===== src/rtl/i2c_hs_pkg.sv =====
package i2c_hs_pkg;

    localparam int BYTE_W = 8;
    localparam int BIT_CW = 4;

    // bits [7:3] of a master code byte
    localparam logic [4:0] HS_CODE_TOP = 5'b00001;

    typedef enum logic [1:0] {
        PH_IDLE = 2'd0,
        PH_ADDR = 2'd1,
        PH_DATA = 2'd2,
        PH_SKIP = 2'd3
    } phase_t;

    typedef struct packed {
        phase_t              phase;
        logic [BIT_CW-1:0]   bitc;
        logic [BYTE_W-1:0]   sr;
        logic [BYTE_W-1:0]   abyte;
        logic                av;
        logic                hs;
        logic                oe;
        logic                ack_pend;
        logic                wsel;
    } xfer_st_t;

endpackage


===== src/rtl/hst_spike_filter.sv =====
module hst_spike_filter #(
    parameter int CW = 4
) (
    input  logic          clk,
    input  logic          rst_n,
    input  logic          raw_i,
    input  logic [CW-1:0] lim_i,
    output logic          out_o
);

    typedef struct packed {
        logic [1:0]    sync;
        logic          out;
        logic [CW-1:0] cnt;
    } filt_st_t;

    filt_st_t st_q, st_d;

    always_comb begin
        st_d      = st_q;
        st_d.sync = {st_q.sync[0], raw_i};
        if (st_q.sync[1] == st_q.out) begin
            st_d.cnt = '0;
        end else if ((st_q.cnt + CW'(1)) >= lim_i) begin
            st_d.out = st_q.sync[1];
            st_d.cnt = '0;
        end else begin
            st_d.cnt = st_q.cnt + CW'(1);
        end
    end

    always_ff @(posedge clk or negedge rst_n) begin
        if (!rst_n) begin
            st_q.sync <= 2'b11;
            st_q.out  <= 1'b1;
            st_q.cnt  <= '0;
        end else begin
            st_q <= st_d;
        end
    end

    assign out_o = st_q.out;


    filt_hold_chk: assert property (@(posedge clk) disable iff (!rst_n)
        !$stable(st_q.out) |-> ($past(st_q.sync[1]) == st_q.out));


    filt_zero_chk: assert property (@(posedge clk) disable iff (!rst_n)
        (st_q.sync[1] == st_q.out) |=> (st_q.cnt == '0));

endmodule


===== src/rtl/hst_bus_events.sv =====
module hst_bus_events (
    input  logic clk,
    input  logic rst_n,
    input  logic scl_f,
    input  logic sda_f,
    output logic start_o,
    output logic stop_o,
    output logic rise_o,
    output logic fall_o
);

    typedef struct packed {
        logic scl;
        logic sda;
    } line_st_t;

    line_st_t prev_q, prev_d;

    always_comb begin
        prev_d.scl = scl_f;
        prev_d.sda = sda_f;
    end

    always_ff @(posedge clk or negedge rst_n) begin
        if (!rst_n) begin
            prev_q <= '{scl: 1'b1, sda: 1'b1};
        end else begin
            prev_q <= prev_d;
        end
    end

    assign start_o = scl_f &&  prev_q.scl &&  prev_q.sda && !sda_f;
    assign stop_o  = scl_f &&  prev_q.scl && !prev_q.sda &&  sda_f;
    assign rise_o  = scl_f && !prev_q.scl;
    assign fall_o  = !scl_f && prev_q.scl;


    ev_excl_chk: assert property (@(posedge clk) disable iff (!rst_n)
        $onehot0({start_o, stop_o, rise_o, fall_o}));

endmodule


===== src/rtl/hst_xfer_fsm.sv =====
module hst_xfer_fsm
    import i2c_hs_pkg::*;
#(
    parameter logic [6:0] TGT_ADDR = 7'h61
) (
    input  logic              clk,
    input  logic              rst_n,
    input  logic              start_i,
    input  logic              stop_i,
    input  logic              rise_i,
    input  logic              fall_i,
    input  logic              sda_i,
    output logic              hs_o,
    output logic              av_o,
    output logic [BYTE_W-1:0] abyte_o,
    output logic              oe_o
);

    xfer_st_t q, d;
    logic [BYTE_W-1:0] nb;
    logic              is_code;
    logic              is_mine;

    assign nb      = {q.sr[BYTE_W-2:0], sda_i};
    assign is_code = (nb[7:3] == HS_CODE_TOP);
    assign is_mine = (nb[7:1] == TGT_ADDR);

    always_comb begin
        d    = q;
        d.av = 1'b0;
        if (stop_i) begin
            d.phase    = PH_IDLE;
            d.bitc     = '0;
            d.oe       = 1'b0;
            d.hs       = 1'b0;
            d.ack_pend = 1'b0;
            d.wsel     = 1'b0;
        end else if (start_i) begin
            d.phase    = PH_ADDR;
            d.bitc     = '0;
            d.oe       = 1'b0;
            d.ack_pend = 1'b0;
            d.wsel     = 1'b0;
        end else if (rise_i && q.phase != PH_IDLE) begin
            if (q.bitc < BIT_CW'(8)) begin
                d.sr   = nb;
                d.bitc = q.bitc + BIT_CW'(1);
                if (q.bitc == BIT_CW'(7)) begin
                    case (q.phase)
                        PH_ADDR: begin
                            if (is_code) begin
                                d.hs       = 1'b1;
                                d.phase    = PH_SKIP;
                                d.ack_pend = 1'b0;
                            end else begin
                                d.av       = 1'b1;
                                d.abyte    = nb;
                                d.ack_pend = is_mine;
                                d.wsel     = is_mine && !nb[0];
                                d.phase    = PH_DATA;
                            end
                        end
                        PH_DATA: d.ack_pend = q.wsel;
                        default: d.ack_pend = 1'b0;
                    endcase
                end
            end else if (q.bitc == BIT_CW'(8)) begin
                d.bitc = BIT_CW'(9);
            end
        end else if (fall_i && q.phase != PH_IDLE) begin
            if (q.bitc == BIT_CW'(8)) begin
                d.oe = q.ack_pend;
            end else if (q.bitc == BIT_CW'(9)) begin
                d.oe       = 1'b0;
                d.bitc     = '0;
                d.ack_pend = 1'b0;
            end
        end
    end

    always_ff @(posedge clk or negedge rst_n) begin
        if (!rst_n) begin
            q.phase    <= PH_IDLE;
            q.bitc     <= '0;
            q.sr       <= '0;
            q.abyte    <= '0;
            q.av       <= 1'b0;
            q.hs       <= 1'b0;
            q.oe       <= 1'b0;
            q.ack_pend <= 1'b0;
            q.wsel     <= 1'b0;
        end else begin
            q <= d;
        end
    end

    assign hs_o    = q.hs;
    assign av_o    = q.av;
    assign abyte_o = q.abyte;
    assign oe_o    = q.oe;


    hs_entry_chk: assert property (@(posedge clk) disable iff (!rst_n)
        $rose(q.hs) |-> $past(rise_i && q.phase == PH_ADDR && q.bitc == BIT_CW'(7)));


    av_not_code_chk: assert property (@(posedge clk) disable iff (!rst_n)
        q.av |-> (q.abyte[7:3] != HS_CODE_TOP));


    skip_noack_chk: assert property (@(posedge clk) disable iff (!rst_n)
        (q.phase == PH_SKIP) |-> !q.oe);


    oe_window_chk: assert property (@(posedge clk) disable iff (!rst_n)
        q.oe |-> (q.bitc == BIT_CW'(8) || q.bitc == BIT_CW'(9)));


    hs_hold_chk: assert property (@(posedge clk) disable iff (!rst_n)
        ($past(start_i) && $past(q.hs)) |-> q.hs);


    hs_exit_chk: assert property (@(posedge clk) disable iff (!rst_n)
        $fell(q.hs) |-> $past(stop_i));


    stop_clear_chk: assert property (@(posedge clk) disable iff (!rst_n)
        stop_i |=> (q.bitc == '0 && !q.hs && !q.oe));

endmodule


===== src/rtl/i2c_hs_tracker.sv =====
module i2c_hs_tracker
    import i2c_hs_pkg::*;
#(
    parameter int         FS_FILT  = 10,
    parameter int         HS_FILT  = 2,
    parameter int         SDA_FILT = 2,
    parameter logic [6:0] TGT_ADDR = 7'h61
) (
    input  logic              clk,
    input  logic              rst_n,
    input  logic              scl_i,
    input  logic              sda_i,
    output logic              hs_mode,
    output logic              slope_sel,
    output logic              addr_valid,
    output logic [BYTE_W-1:0] addr_byte,
    output logic              sda_oe
);

    localparam int FMAX_A = (FS_FILT > HS_FILT) ? FS_FILT : HS_FILT;
    localparam int FMAX   = (FMAX_A > SDA_FILT) ? FMAX_A : SDA_FILT;
    localparam int CW     = $clog2(FMAX + 1);

    logic          hs_w;
    logic [CW-1:0] scl_lim;
    logic          scl_f, sda_f;
    logic          ev_start, ev_stop, ev_rise, ev_fall;

    assign scl_lim = hs_w ? CW'(HS_FILT) : CW'(FS_FILT);

    hst_spike_filter #(.CW(CW)) u_scl_filt (
        .clk   (clk),
        .rst_n (rst_n),
        .raw_i (scl_i),
        .lim_i (scl_lim),
        .out_o (scl_f)
    );

    hst_spike_filter #(.CW(CW)) u_sda_filt (
        .clk   (clk),
        .rst_n (rst_n),
        .raw_i (sda_i),
        .lim_i (CW'(SDA_FILT)),
        .out_o (sda_f)
    );

    hst_bus_events u_events (
        .clk     (clk),
        .rst_n   (rst_n),
        .scl_f   (scl_f),
        .sda_f   (sda_f),
        .start_o (ev_start),
        .stop_o  (ev_stop),
        .rise_o  (ev_rise),
        .fall_o  (ev_fall)
    );

    hst_xfer_fsm #(.TGT_ADDR(TGT_ADDR)) u_fsm (
        .clk     (clk),
        .rst_n   (rst_n),
        .start_i (ev_start),
        .stop_i  (ev_stop),
        .rise_i  (ev_rise),
        .fall_i  (ev_fall),
        .sda_i   (sda_f),
        .hs_o    (hs_w),
        .av_o    (addr_valid),
        .abyte_o (addr_byte),
        .oe_o    (sda_oe)
    );

    assign hs_mode   = hs_w;
    assign slope_sel = hs_w;

    initial begin

        filt_param_chk: assert (HS_FILT > 0 && FS_FILT > 0 && SDA_FILT > 0);
    end


    slope_track_chk: assert property (@(posedge clk) disable iff (!rst_n)
        slope_sel == hs_mode);


    av_pulse_chk: assert property (@(posedge clk) disable iff (!rst_n)
        addr_valid |=> !addr_valid);

endmodule


===== config.mk =====
export PLATFORM = sky130hd
export DESIGN_NAME = i2c_hs_tracker
export DESIGN_NICKNAME = d
export VERILOG_FILES = /design/src/rtl/i2c_hs_pkg.sv /design/src/rtl/hst_spike_filter.sv /design/src/rtl/hst_bus_events.sv /design/src/rtl/hst_xfer_fsm.sv /design/src/rtl/i2c_hs_tracker.sv
export SDC_FILE = /design/constraint.sdc
export NUM_CORES = 1
export LEC_CHECK = 0
export ABC_AREA = 1
export CORE_ASPECT_RATIO = 1.25
export CORE_MARGIN = 2
export CORE_UTILIZATION = 40
export CTS_BUF_LIST = sky130_fd_sc_hd__clkbuf_8
export CTS_CLUSTER_DIAMETER = 100
export CTS_CLUSTER_SIZE = 28
export DETAILED_ROUTE_END_ITERATION = 7
export PLACE_DENSITY_LB_ADDON = 0.12
export SETUP_SLACK_MARGIN = 0.5
export SLEW_MARGIN = 40
export SYNTH_ARGS = -nofsm -noshare
export SYNTH_HDL_FRONTEND = slang
export SYNTH_SLANG_ARGS = --single-unit

===== constraint.sdc =====
create_clock -name clk -period 2.2 [get_ports clk]
set_input_delay 0.44 -clock clk [delete_from_list [all_inputs] [get_ports clk]]
set_output_delay 0.44 -clock clk [all_outputs]
set_load 0.02 [all_outputs]

After elaboration in Yosys (flattened, before gate mapping)

Index checks and enable logic that the tools add are counted.
Widths: inputs -> output; s select.

Bits in registers: 42
Bits of input ports: 4
Output and inout port bits: 12
Word-level logic and storage cells: 123

Add/sub/neg operators: 3
Magnitude comparators: 3
Equal/unequal tests: 16
Muxes and demuxes: 41
Bitwise gates (word level): 5
Reductions and logical operators: 38

Operator list:

| kind                | number |
|---|---|
| $mux 4              | 12 |
| $mux 2              | 13 |
| $reduce_bool 3->1   | 5 |
| $add 4x1->4 const B | 3 |
| $mux 1              | 12 |
| $mux 6              | 2 |
| $reduce_and 4->1    | 3 |
| $reduce_bool 2->1   | 6 |
| $reduce_bool 4->1   | 3 |
| $logic_and 1x1->1   | 10 |
| $reduce_and 5->1    | 2 |
| $eq 4x4->1 const B  | 2 |
| $ne 4x4->1 const B  | 2 |
| $eq 7x7->1 const B  | 1 |
| $reduce_and 7->1    | 1 |
| $ne 3x3->1 const B  | 2 |
| $reduce_and 6->1    | 1 |
| $eq 5x1->1 const B  | 1 |
| $ne 5x5->1 const B  | 1 |
| $not 1->1           | 5 |
| $eq 4x3->1 const B  | 1 |
| $ge 4x2->1 const B  | 1 |
| $ge 4x4->1          | 1 |
| $logic_not 1->1     | 4 |
| 10 further kinds    | 12 |

Longest topological paths before layout

Depth in word-level cells: 9
Mapped depth: 10
Depth with buffers taken out: 10

Cells and area by module

Synthesis repeated with hierarchy kept, for this count alone.

Cells, all modules: 286
Area, all modules: 2377.3 um2

Modules (own cells, without submodules):

| module           | times used | cells an instance | area an instance (um2) | seq. area each (um2) |
|---|---|---|---|---|
| hst_xfer_fsm     | 1          | 177               | 1441.4                 | 650.6 |
| hst_spike_filter | 2          | 46                | 411.6                  | 178.9 |
| hst_bus_events   | 1          | 13                | 93.8                   | 52.6 |
| i2c_hs_tracker   | 1          | 4                 | 18.8                   | 0.0 |

Worst setup path before layout

No wires, ideal clock.

Path kind: register to register
Start: reg u_fsm.q[21] in the netlist's numbering
End: reg u_fsm.q[0] in the netlist's numbering
Setup time: 0.117 ns
Arrival: 1.294 ns
Data required time: 2.083 ns
Slack: 0.788 ns
Cell stages (with the launch flop): 8
Path buffers: 1
Clock period less this slack: 1.412 ns
Cells stage by stage: dfrtp_1 > ha_1 > nand3_4 > nor3_4 > nand2_4 > buf_6 > nand3_2 > nand2_1

Cells in the longest elaborated chain, start to end: 3
Elaborated cells on any way between the ends: 5
Those cells by class: order compare (1); eq/ne (1); reduce/logical (3)

RTL lines:

| what                                     | line                                   | source |
|---|---|---|
| from (decl)                              | hst_xfer_fsm.sv:19                     | `xfer_st_t q, d;` |
| $lt 4x4->1 or $eq 4x3->1 (tied branches) | hst_xfer_fsm.sv:45, hst_xfer_fsm.sv:48 |  |
| $reduce_bool 3->1 (no source line)       | n/a                                    |  |
| $reduce_and 5->1 (no source line) (*)    | n/a                                    |  |

Every way passes the cells marked *; elsewhere a longest branch is shown, timed or not.
A chain may end at the register's enable or synchronous reset.

Worst setup path after layout

Start: reg u_fsm.q (netlist bit u_fsm.av_o)
End: out addr_valid

RTL lines:

| what      | line                 | source |
|---|---|---|
| to (decl) | i2c_hs_tracker.sv:15 | `output logic addr_valid,` |

No word-level cell between the ends.

==> impl_metrics.csv <==
group,metric,value,unit
worst_setup_path,path_cells,"clkdlybuf4s50_1",
cells_and_area,stdcell_area,2360,um2
cells_and_area,antenna_cells,0,
logic_synthesis,synth_cell_type_count,33,
logic_synthesis,ys_seq_area_share,51.6,%
route,via_per_inst,4.68,
clock_network,h-tree-depth,2,
clock_network,clock-sinks,42,
global_routing,track_usage,13.7,%
power_and_ir_drop,leakage,1.27,nW
outcome,outcome,"complete, no violations",
min_path,worstHoldPathType,"in2async",
floorplan,die_area,5730,um2
clock_network,cts_tree,"built",
floorplan,die_h,84.2,um
sta,rsz0062_at_grt,"true",
global_routing,grt-ovfl-total,0,
worst_setup_path,rrSetupSlack,0.67,ns
run,maxCapViolations,0,
logic_synthesis,async_reset_ff_share,100,%
worst_setup_path,rr_endpoint,"u_fsm.q[0]",
sta,hold_violations,0,
global_routing,antenna_found_initial,0,
logic_synthesis,yosys.area.top_type_share,41.4,%
placed_design,place.detailed.hpwl,2300,um
worst_setup_path,critical-path-max-stage-delay,0.60,ns
floorplan,io_pins,16,
placed_design,routabilityCongestion,0.701,
placed_design,io_buffers,15,
logic_synthesis,synth-seq-cells,42,
logic_synthesis,syn_area_per_cell,9.56,um2
sta,final.setup_skew,0.00578,ns
worst_setup_path,cp.required,1.76,ns
clock_network,clk_latency,0.29,ns
worst_setup_path,critPathArrivalTime,1.22,ns
route,drt_iter0_markers,106,
clock_network,clk_path_buf_depth,2,
placed_design,placed_area,2220,um2
sta,finalCritPeriodShare,75.3,%
floorplan,core-area,5010,um2
route,drc,0,
worst_setup_path,r2r-start,"u_fsm.q[21]",
sta,tns,0,ns
sta,layout_min_cycle_time,1.66,ns
sta,finalSetupViolCount,0,
logic_synthesis,synth-edff-count,0,
route,vias,1363,
route,detail_route.wl_per_cell,11.1,um
floorplan,fp.dieW,68.1,um
worst_setup_path,rr_worst_depth,7,
cells_and_area,drive_gt1_share,18.8,%
logic_synthesis,synth_flop_cell,"dfrtp_1",
floorplan,row_count,29,
route,drtPass1Iterations,4,
worst_setup_path,cp_slowest_cell,"clkdlybuf4s50_1",
cells_and_area,nets,244,
global_routing,grt_max_degree,43,
global_routing,grt_pass1_vias,1366,
logic_synthesis,synth.most_common_cell,"nand2_1",
clock_network,numCtsBuffers,5,
clock_network,clk_pin_slew,0.07,ns
floorplan,start_util,41.1,%
cells_and_area,fillerInstances,490,
worst_setup_path,worst-path-buf-inv,1,
sta,fmax,604,MHz
logic_synthesis,synthCells,215,
worst_setup_path,critical_path_class,"reg2out",
clock_network,cts_resized,3,
clock_network,post_cts_buffers,0,
logic_synthesis,synth.area.top_cells,"dfrtp_1 41%, dfstp_2 10%, nand2_1 8.0%",
cells_and_area,area_delta_synth_final,14.9,%
worst_setup_path,crit_fanout,1,
sta,slew_viol_final,0,
worst_setup_path,crit_start,"u_fsm.av_o",
worst_setup_path,cp_top_family,"buffers and inverters",
power_and_ir_drop,peakVddDrop,0.363,mV
clock_network,ctsHoldBuffers,0,
logic_synthesis,synth.top_cells.by_count,"44 x nand2_1, 34 x dfrtp_1, 24 x inv_1",
power_and_ir_drop,p_per_area,752,nW/um2
global_routing,grt_pass1_wl,6040,um
logic_synthesis,syn_area,2060,um2
worst_setup_path,critPathCaptureType,"output port",
route,ant_nets,0,
cells_and_area,final-seq-area,1060,um2
logic_synthesis,synth_top_area_cell,"dfrtp_1",
cells_and_area,multi_input_area,820,um2
worst_setup_path,cp-start-kind,"flop",
clock_network,clockRootBuffer,"clkbuf_8",
logic_synthesis,yosysWarningCount,0,
route,drt_wl_total,3240,um
## registers in the layout, indices dropped and copies added, names as in the netlist
register	flops
u_events.prev_q	2
u_fsm.abyte_o	8
u_fsm.av_o	1
u_fsm.hs_o	1
u_fsm.nb	7
u_fsm.oe_o	1
u_fsm.q	8
u_scl_filt.out_o	1
u_scl_filt.st_d	1
u_scl_filt.st_q	5
u_sda_filt.out_o	1
u_sda_filt.st_d	1
u_sda_filt.st_q	5
## cell usage in the layout (no fill, tap or decap), types with 4 or more instances in the layout
cell	instances
nand2_1	43
dfrtp_1	34
inv_1	24
nand3_1	15
ha_1	10
o21ai_0	9
o21ai_2	8
dlymetal6s2s_1	8
dfstp_2	8
nor3_1	7
a21oi_1	6
nor2_1	6
clkbuf_8	6
inv_2	5
o21ai_1	4
## worst max path at each step
stage / end / slack, ns / cells after the start
floorplan: u_fsm.q[0] / 0.79 / 7
global placement: u_fsm.q[0] / 0.65 / 7
detailed placement: u_fsm.q[0] / 0.65 / 7
CTS: addr_byte[6] / 0.50 / 1
global route: u_fsm.q[23] / 0.49 / 10
finish: addr_valid / 0.54 / 1
## layer usage
metal / part of all wire, % / routed length (um) / global-route usage, %
met5: 0 / 0 / 0
met2: 49 / 1590 / 21.4
met3: 2.8 / 90 / 3.22
met4: 1.9 / 61 / 5.45
met1: 46 / 1500 / 18.0
## kinds of logic (layout without fill, tap and decap cells)
family,after synthesis,after routing,synth area share [%]
xor+xnor,4,4,1.70
flops,42,42,51.6
other cells,1,3,0.182
simple gates,87,87,21.2
fa+ha+maj,11,11,6.69
buf+inv,40,52,9.37
compound gates,30,30,9.19
## stage by stage
stage | utilization (%) | std cells | setup WS (ns) | total power [mW] | hold WS [ns]
after global placement | 44.4 | 284 | 0.648 | 1.18 | 0.346
final | 47.2 | 291 | 0.544 | 1.78 | 0.105
after floorplan | - | 217 | 0.788 | 1.10 | 0.144
after global routing | 47.2 | 291 | 0.488 | 1.88 | 0.121
after CTS | 46.6 | 291 | 0.502 | 1.80 | 0.117
after detailed placement | 44.4 | 284 | 0.646 | 1.18 | 0.347
## final cells by class
cell class                      count  share of cell area [%]
Sequential cell                    42                    44.9
Multi-Input combinational cell    135                    34.7
Timing Repair Buffer               16                    7.68
Inverter                           29                    4.61
Clock buffer                        6                    3.50
Tap cell                           62                    3.29
Clock inverter                      1                    1.27
## power breakdown
group          switching, mW  internal [mW]
Clock                  0.252          0.363
Sequential            0.0570          0.852
Combinational          0.152         0.0987
Total                  0.461           1.31
Power figures use the tool's default switching activity.
